$ cat src/rtl/rxd_pkg.sv
package rxd_pkg;
    localparam int ADDR_W = 32;
    localparam int LANES  = 4;
    localparam int WORD_W = 8 * LANES;
    localparam int LW     = $clog2(LANES);
    localparam int IRQ_N  = 4;

    // descriptor word offsets
    localparam int OFF_NEXT  = 0;
    localparam int OFF_START = 4;
    localparam int OFF_FLAGS = 8;
    localparam int OFF_END   = 12;
    localparam int OFF_CTXFL = 4;

    // flag bit positions
    localparam int FL_LAST  = 0;
    localparam int FL_IRQ   = 4;
    localparam int FL_PKEND = 11;
    localparam int CTX_OFF  = 15;

    // raw interrupt bits
    localparam int IRQ_D0  = 0;
    localparam int IRQ_D1  = 1;
    localparam int IRQ_PKT = 3;

    typedef enum logic [2:0] {
        S_IDLE, S_FETCH, S_RUN, S_FLUSH, S_WB_END, S_WB_FLAG, S_CTX, S_HALT
    } rxd_state_e;

    typedef struct packed {
        logic [ADDR_W-1:0] next;
        logic [ADDR_W-1:0] start;
        logic [ADDR_W-1:0] stop;
        logic              last;
        logic              irq_req;
    } rxd_desc_t;

    function automatic logic [IRQ_N-1:0] close_bits(input logic irq_req, input logic pkt);
        logic [IRQ_N-1:0] v;
        v = '0;
        v[IRQ_D0]  = irq_req;
        v[IRQ_D1]  = irq_req;
        v[IRQ_PKT] = pkt;
        return v;
    endfunction
endpackage

$ cat src/rtl/rxd_packer.sv
module rxd_packer #(
    parameter int LANES = 4,
    localparam int LW = $clog2(LANES)
) (
    input  logic               clk,
    input  logic               rst,
    input  logic               wr_en,
    input  logic [LW-1:0]      lane,
    input  logic [7:0]         data_byte,
    input  logic               clr,
    output logic [8*LANES-1:0] word,
    output logic [LANES-1:0]   be
);
    for (genvar g = 0; g < LANES; g++) begin : g_lane
        always_ff @(posedge clk) begin
            if (rst || clr) begin
                be[g]          <= 1'b0;
                word[8*g +: 8] <= 8'h00;
            end else if (wr_en && lane == LW'(g)) begin
                be[g]          <= 1'b1;
                word[8*g +: 8] <= data_byte;
            end
        end
    end
endmodule

$ cat src/rtl/rxd_irq.sv
module rxd_irq #(
    parameter int N = 4
) (
    input  logic         clk,
    input  logic         rst,
    input  logic [N-1:0] set,
    input  logic [N-1:0] ack,
    input  logic [N-1:0] mask,
    output logic [N-1:0] raw,
    output logic         line
);
    always_ff @(posedge clk) begin
        if (rst) raw <= '0;
        else     raw <= (raw & ~ack) | set;
    end

    assign line = |(raw & mask);
endmodule

$ cat src/rtl/rxd_writer.sv
module rxd_writer
    import rxd_pkg::*;
(
    input  logic              clk,
    input  logic              rst,
    input  logic              start_i,
    input  logic [ADDR_W-1:0] desc_addr_i,
    input  logic [ADDR_W-1:0] ctx_addr_i,
    input  logic              in_valid_i,
    input  logic [7:0]        in_data_i,
    input  logic              in_eop_i,
    output logic              in_ready_o,
    output logic              mem_req_o,
    output logic              mem_we_o,
    output logic [ADDR_W-1:0] mem_addr_o,
    output logic [WORD_W-1:0] mem_wdata_o,
    output logic [LANES-1:0]  mem_be_o,
    input  logic              mem_ack_i,
    input  logic [WORD_W-1:0] mem_rdata_i,
    input  logic [IRQ_N-1:0]  irq_mask_i,
    input  logic [IRQ_N-1:0]  irq_ack_i,
    output logic [IRQ_N-1:0]  irq_raw_o,
    output logic              irq_o,
    output logic              eol_o
);
    rxd_state_e        state;
    rxd_desc_t         desc;
    logic [1:0]        fidx;
    logic [ADDR_W-1:0] desc_base, ctx_base, ptr, flush_addr;
    logic              close_pend, pkt_pend, eol_q;

    logic              accept, nxt_wrap, nxt_hit, empty_win, close_fire;
    logic [ADDR_W-1:0] nxt_ptr;
    logic [WORD_W-1:0] pk_word;
    logic [LANES-1:0]  pk_be;
    logic [IRQ_N-1:0]  irq_set;

    assign in_ready_o = (state == S_RUN);
    assign accept     = in_ready_o && in_valid_i;
    assign nxt_ptr    = ptr + ADDR_W'(1);
    assign nxt_wrap   = (nxt_ptr[LW-1:0] == '0);
    assign nxt_hit    = (nxt_ptr == desc.stop);
    assign empty_win  = (state == S_FETCH) && mem_ack_i && (fidx == 2'd3)
                        && (desc.start == mem_rdata_i);
    assign close_fire = empty_win || ((state == S_FLUSH) && mem_ack_i && close_pend);
    assign irq_set    = close_fire ? close_bits(desc.irq_req, (state == S_FLUSH) && pkt_pend)
                                   : '0;
    assign eol_o      = eol_q;

    rxd_packer #(.LANES(LANES)) u_pack (
        .clk       (clk),
        .rst       (rst),
        .wr_en     (accept),
        .lane      (ptr[LW-1:0]),
        .data_byte (in_data_i),
        .clr       ((state == S_FLUSH) && mem_ack_i),
        .word      (pk_word),
        .be        (pk_be)
    );

    rxd_irq #(.N(IRQ_N)) u_irq (
        .clk  (clk),
        .rst  (rst),
        .set  (irq_set),
        .ack  (irq_ack_i),
        .mask (irq_mask_i),
        .raw  (irq_raw_o),
        .line (irq_o)
    );

    // memory request decode
    always_comb begin
        mem_req_o   = 1'b0;
        mem_we_o    = 1'b0;
        mem_addr_o  = '0;
        mem_wdata_o = '0;
        mem_be_o    = '0;
        unique case (state)
            S_FETCH: begin
                mem_req_o  = 1'b1;
                mem_addr_o = desc_base + ADDR_W'({fidx, 2'b00});
            end
            S_FLUSH: begin
                mem_req_o   = 1'b1;
                mem_we_o    = 1'b1;
                mem_addr_o  = flush_addr;
                mem_wdata_o = pk_word;
                mem_be_o    = pk_be;
            end
            S_WB_END: begin
                mem_req_o   = 1'b1;
                mem_we_o    = 1'b1;
                mem_addr_o  = desc_base + ADDR_W'(OFF_END);
                mem_wdata_o = ptr;
                mem_be_o    = '1;
            end
            S_WB_FLAG: begin
                mem_req_o             = 1'b1;
                mem_we_o              = 1'b1;
                mem_addr_o            = desc_base + ADDR_W'(OFF_FLAGS);
                mem_wdata_o[FL_PKEND] = pkt_pend;
                mem_be_o              = LANES'(1) << (FL_PKEND / 8);
            end
            S_CTX: begin
                mem_req_o            = 1'b1;
                mem_we_o             = 1'b1;
                mem_addr_o           = ctx_base + ADDR_W'(OFF_CTXFL);
                mem_wdata_o[CTX_OFF] = 1'b1;
                mem_be_o             = LANES'(1) << (CTX_OFF / 8);
            end
            default: ;
        endcase
    end

    always_ff @(posedge clk) begin
        if (rst) begin
            state      <= S_IDLE;
            desc       <= '0;
            fidx       <= '0;
            desc_base  <= '0;
            ctx_base   <= '0;
            ptr        <= '0;
            flush_addr <= '0;
            close_pend <= 1'b0;
            pkt_pend   <= 1'b0;
            eol_q      <= 1'b0;
        end else begin
            unique case (state)
                S_IDLE, S_HALT: if (start_i) begin
                    desc_base  <= desc_addr_i;
                    ctx_base   <= ctx_addr_i;
                    eol_q      <= 1'b0;
                    fidx       <= '0;
                    close_pend <= 1'b0;
                    pkt_pend   <= 1'b0;
                    state      <= S_FETCH;
                end
                S_FETCH: if (mem_ack_i) begin
                    fidx <= fidx + 2'd1;
                    unique case (fidx)
                        2'd0: desc.next  <= mem_rdata_i;
                        2'd1: desc.start <= mem_rdata_i;
                        2'd2: begin
                            desc.last    <= mem_rdata_i[FL_LAST];
                            desc.irq_req <= mem_rdata_i[FL_IRQ];
                        end
                        default: begin
                            desc.stop <= mem_rdata_i;
                            ptr       <= desc.start;
                            state     <= empty_win ? S_WB_END : S_RUN;
                        end
                    endcase
                end
                S_RUN: if (accept) begin
                    ptr <= nxt_ptr;
                    if (nxt_wrap || nxt_hit || in_eop_i) begin
                        flush_addr <= {ptr[ADDR_W-1:LW], LW'(0)};
                        close_pend <= nxt_hit || in_eop_i;
                        pkt_pend   <= in_eop_i;
                        state      <= S_FLUSH;
                    end
                end
                S_FLUSH: if (mem_ack_i) state <= close_pend ? S_WB_END : S_RUN;
                S_WB_END: if (mem_ack_i) state <= S_WB_FLAG;
                S_WB_FLAG: if (mem_ack_i) begin
                    close_pend <= 1'b0;
                    pkt_pend   <= 1'b0;
                    if (desc.last) begin
                        state <= S_CTX;
                    end else begin
                        desc_base <= desc.next;
                        fidx      <= '0;
                        state     <= S_FETCH;
                    end
                end
                S_CTX: if (mem_ack_i) begin
                    eol_q <= 1'b1;
                    state <= S_HALT;
                end
                default: state <= S_IDLE;
            endcase
        end
    end
endmodule

$ cat config.mk
export PLATFORM = sky130hd
export DESIGN_NAME = rxd_writer
export DESIGN_NICKNAME = d
export VERILOG_FILES = /design/src/rtl/rxd_pkg.sv /design/src/rtl/rxd_packer.sv /design/src/rtl/rxd_irq.sv /design/src/rtl/rxd_writer.sv
export SDC_FILE = /design/constraint.sdc
export NUM_CORES = 1
export LEC_CHECK = 0
export BUFFER_PORTS_ARGS = -buffer_cell sky130_fd_sc_hd__buf_2
export CELL_PAD_IN_SITES_DETAIL_PLACEMENT = 0
export CELL_PAD_IN_SITES_GLOBAL_PLACEMENT = 2
export CORE_MARGIN = 2
export CORE_UTILIZATION = 34
export DETAILED_ROUTE_END_ITERATION = 16
export PLACE_DENSITY_LB_ADDON = 0.1
export SYNTH_ARGS = -nofsm -noshare
export SYNTH_HDL_FRONTEND = slang
export SYNTH_SLANG_ARGS = --single-unit
$ cat constraint.sdc
create_clock -name clk -period 5.67 [get_ports clk]
set_clock_uncertainty 0.1 [all_clocks]
set_input_delay 0.567 -clock clk [delete_from_list [all_inputs] [get_ports clk]]
set_output_delay 0.567 -clock clk [all_outputs]
set_load 0.03 [all_outputs]
Yosys cells after proc, flatten, opt, wreduce, memory -nomap -nowiden:

Cells that the tools add are included.

* reduce and logical (&&, ||, !) cells: 43
* $add $sub $neg: 6
* equality and inequality tests: 25
* mux-type cells: 46
* bitwise operators: 5

Operator list (number)
* two-way mux 32 bit: 6
* case mux 32 bit (5 select lines): 1
* case mux 32 bit (2 select lines): 2
* adder 32 x 4 -> 32 bit (second input constant): 2
* == test 32 bit: 2
* two-way mux 3 bit: 12
* adder 32 x 1 -> 32 bit (second input constant): 1
* adder 32 x 3 -> 32 bit (second input constant): 1
* adder 32 x 4 -> 32 bit: 1
* case mux 16 bit (2 select lines): 1
* case mux 11 bit (2 select lines): 1
* case mux 3 bit (7 select lines): 1
* AND reduction 3 bit: 6
* != test 2 bit (second input constant): 8
* == test 3 bit (second input constant): 4
* case mux 1 bit (3 select lines): 4
* case mux 4 bit (3 select lines): 1
* logical AND 1 bit: 11
* AND reduction 5 bit: 2
* two-way mux 1 bit: 9
* AND reduction 9 bit: 1
* AND 4 bit: 2
* == test 2 bit (second input constant): 4
* two-way mux 2 bit: 4
* 23 further kinds: 38

* output and inout port bits: 77
* register bits: 272

Longest topological paths before layout:

* depth after elaboration: 8
* gate-level depth with buffers: 16
* depth with buffers taken out: 14

Cells and area by module:

Synthesis repeated with hierarchy kept, for this count alone.

* cells, all modules: 2024
* area total of the unflattened synthesis: 15336.0 um^2

Modules (own cells, without submodules)
* rxd_writer: area each 13643.1 um^2, sequential area each 4644.5 um^2, times used 1, cells an instance 1873
* rxd_packer: area each 1534.0 um^2, sequential area each 720.7 um^2, times used 1, cells an instance 132
* rxd_irq: area each 158.9 um^2, sequential area each 80.1 um^2, times used 1, cells an instance 19

Worst setup path after synthesis:

Ideal clock, no wire load.

* path type: reg-to-output
* start point: register state[1]
* end point: output mem_addr_o[29]
* required time: 5003 ps
* cell stages (with the launch flop): 15
* path slack: 1012 ps
* arrival time: 3991 ps
* cells stage by stage: dfxtp_1 clkbuf_1 clkbuf_1 clkbuf_1 clkbuf_1 o21ai_0 ha_1 a21o_1 or4b_2 mux2_2 nor4_1 xnor2_1 nor2_1 o21ai_0 o221ai_1

* cells in the longest elaborated chain, start to end: 2
* elaborated cells on any way between the ends: 6
* classes of those cells: eq/ne: 5; mux: 1

Ends and longest elaborated chain
* start, declared: line rxd_writer.sv:26 `rxd_state_e state;`
* start signal, assigned: line rxd_writer.sv:150 `state <= empty_win ? S_WB_END : S_RUN;`
* start signal, assigned: line rxd_writer.sv:163 `S_FLUSH: if (mem_ack_i) state <= close_pend ? S_WB_END : S_RUN;`
* == test 3 bit, or another cell as far along: line rxd_writer.sv:78 `unique case (state)`
* case mux 32 bit (5 select lines) (*): line rxd_writer.sv:78
* end, declared: line rxd_writer.sv:15 `output logic [ADDR_W-1:0] mem_addr_o,`

Every way passes the cells marked *; elsewhere a longest branch is shown, timed or not.

Final worst setup path:

* start point: register state[0]
* end point: output mem_addr_o[31]

The elaborated chain is that of the path after synthesis.

==> key figures <==
CTS
  – CTS tree: done
  – TritonCTS buffer count: 34
  – Root Driver: clkbuf_16
  – CTS Sinks: 272
  – Clock Pin Slew Worst Setup and Hold Paths: 60 ps
  – CTS hold repair buffers: 0
  – H-tree depth: 2
  – Clock latency at the later pin of the worst-skew pair: 550 ps
  – Resize count post-CTS: 0
  – Clock buffer depth: 3
  – Post-CTS setup buffer count: 0

Place
  – GP Congestion: 0.869
  – Hpwl dp: 47.9 mm
  – PortBufs: 194

Setup path
  – Cell Chain, Critical Path: inv_1, nand2_1, o21ai_0, ha_1, a21o_1, or4b_2, nor4_1, a22oi_1, o41ai_1, a21oi_1, o21ai_0, buf_2
  – Crit-path max FO: 7
  – Nature of the critical path endpoint: output port
  – CP Launch Type: flop
  – Critical path required time: 5000 ps
  – Worst path arrival time: 4310 ps
  – Worst Path Buf+Inv: 2
  – Worst path most repeated cell: o21ai_0
  – Slowest-stage cell, CP: or4b_2
  – CP top delay family: simple AND/OR/NAND/NOR gates
  – Crit path largest cell delay: 680 ps
  – Crit Path Category: reg -> out

Yosys
  – Synth unique cells: 78
  – Post-synth top flop: dfxtp_1
  – Syn_nets: 2,210
  – Ys async rst share: 0%
  – Post-Synthesis Cell Area: 0.0153 mm²
  – FF+latch count, synth: 272
  – EDFF count, synth: 0
  – Sequential fraction of the synthesis area: 35.5%
  – Synth Instances: 2,078
  – Avg Cell Area, Syn: 7.37 µm²
  – Yosys warning count: 0

Status
  – Outcome: finished, final reports clean

Routing
  – Final wirelength: 64.7 mm
  – Wire length per cell: 23.2 µm
  – DRT antenna net count: 0
  – DR DRC count: 0
  – Vias: 15,300
  – Drt initial violations: 1,334
  – Via density: 5.51
  – DRT Pass-1 Iters: 5

Die
  – FP Rows: 77
  – Die width: 216 µm
  – Die ar.: 0.0468 mm²
  – Initial Util: 34.6%
  – Die Y: 216 µm
  – I/O pin cnt: 195
  – Core area: 0.0443 mm²

Power
  – Leak Pwr: 0.00631 µW
  – Tot Pwr: 7210 µW
  – Power density over the cells: 407 mW/mm²
  – Peak supply drop: 0.194 mV

GRT
  – Initial antenna violation count: 1
  – Vias in the first global route: 14,700
  – Grt ovf: 0
  – Total GRT Usage: 27.0%
  – First-pass GRT wire length: 95.2 mm
  – Largest net degree at the start of global routing: 143

Layout
  – Synth-to-layout area growth: 15.7%
  – Most common cell after layout, fill and taps aside: nand2_1
  – Most frequent cells in the layout: nand2_1, dfxtp_1, a21oi_1
  – Filler Cell Count: 4,741
  – Final Util: 40.0%
  – Final #Nets: 2,296
  – Layout cells sized above 1: 13.9%

STA
  – FMAX: 0.201 GHz
  – Max-slew headroom: 21.6%
  – # setup viols final: 0
  – Final Hold Violating Endpoints: 0
  – Period minus WS final: 4980 ps
  – Period utilization: 87.8%
  – Final hold slack: 76.3 ps
  – RSZ-0062 raised after global routing: false
  – Max Slew Vio Count: 0
  – Final TNS setup: 0 ps
  – Worst-margin pin slew: 1180 ps

Run
  – MaxCap Viol Count: 0

Min path
  – Min-Delay Path Class: in -> reg
report_power, final:
part / internal [µW] / switching [µW] / total [µW]
Sequential: 2130 / 365 / 2490
Combinational: 750 / 1750 / 2500
Clock: 1320 / 900 / 2220
cells in the mapped netlist (12+ instances only):
| library cell | count | area (µm²) |
|---|---|---|
| nand2b_1 | 74 | 463 |
| clkbuf_1 | 135 | 507 |
| and3_1 | 21 | 131 |
| o22ai_1 | 15 | 93.8 |
| nor3_1 | 22 | 110 |
| a311oi_1 | 34 | 298 |
| o21ai_0 | 83 | 415 |
| inv_1 | 24 | 90.1 |
| mux2i_1 | 34 | 340 |
| xor2_1 | 63 | 552 |
| a21oi_1 | 244 | 1220 |
| nand4_1 | 33 | 206 |
| and4_1 | 12 | 105 |
| a22oi_1 | 19 | 143 |
| nand3_1 | 76 | 380 |
| nor4_1 | 25 | 156 |
| nor2_1 | 145 | 544 |
| xnor2_1 | 53 | 464 |
| a22o_1 | 35 | 307 |
| buf_2 | 24 | 120 |
| ha_1 | 13 | 163 |
| nand2_1 | 455 | 1710 |
| a31oi_1 | 15 | 93.8 |
| dfxtp_1 | 272 | 5450 |
stage by stage:
step	area [µm²]	worst slack [ps]	instances
6_report	17700	689	2783
5_1_grt	17700	281	2783
4_1_cts	17700	659	2782
3_5_place_dp	16600	1270	2720
3_3_place_gp	16600	1330	2720
2_1_floorplan	15300	1010	2078
logic make-up after synthesis:
group           after synthesis  synth area share (%)
fa+ha+maj                    15                  1.26
simple gates                916                  27.6
flops                       272                  35.5
buf+inv                     196                  5.22
mux                          37                  2.44
xor+xnor                    117                  6.78
compound gates              525                  21.2
per-layer routing:
metal / up-vias / share of wire [%] / track usage, %
met5: - / 0 / 0
met4: 0 / 2.7 / 8.63
met3: 68 / 4.1 / 2.62
met2: 362 / 50 / 46.9
met1: 7449 / 44 / 35.2
li1: 7443 / - / -
registers in the layout, indices dropped and copies added, names as in the netlist:
register,count
u_pack.be,4
desc,98
pkt_pend,1
state,3
desc_base,32
fidx,2
ptr,32
u_irq.raw,4
u_pack.word,32
flush_addr,30
ctx_base,32
close_pend,1
eol_o,1
layout make-up:
type                    instances  area (µm²)  area share (%)
multi-input cells            1610        9140            51.6
inverters                      25        93.8           0.530
clock inverters                15         174           0.981
clock buffers                  47         950            5.36
well taps                     592         741            4.18
repair buffers                221        1180            6.66
flip-flops and latches        272        5450            30.7
diodes                          1        2.50          0.0141
path summary, 6_finish.rpt:
path / slack [ps] / depth (start not counted) / to / startpoint
worst max-delay path: 690 / 12 / mem_addr_o[31] / state[0]$_SDFFE_PP0P_
worst min-delay path: 80 / 2 / u_irq.raw[2]$_SDFF_PP0_ / irq_ack_i[2]
worst max register to register: 1240 / 9 / flush_addr[2]$_SDFFE_PP0P_ / ptr[2]$_SDFFE_PP0P_
worst min register to register: 350 / 2 / u_pack.word[27]$_SDFFE_PP0P_ / u_pack.word[27]$_SDFFE_PP0P_
(Power assumes the default switching activity.)
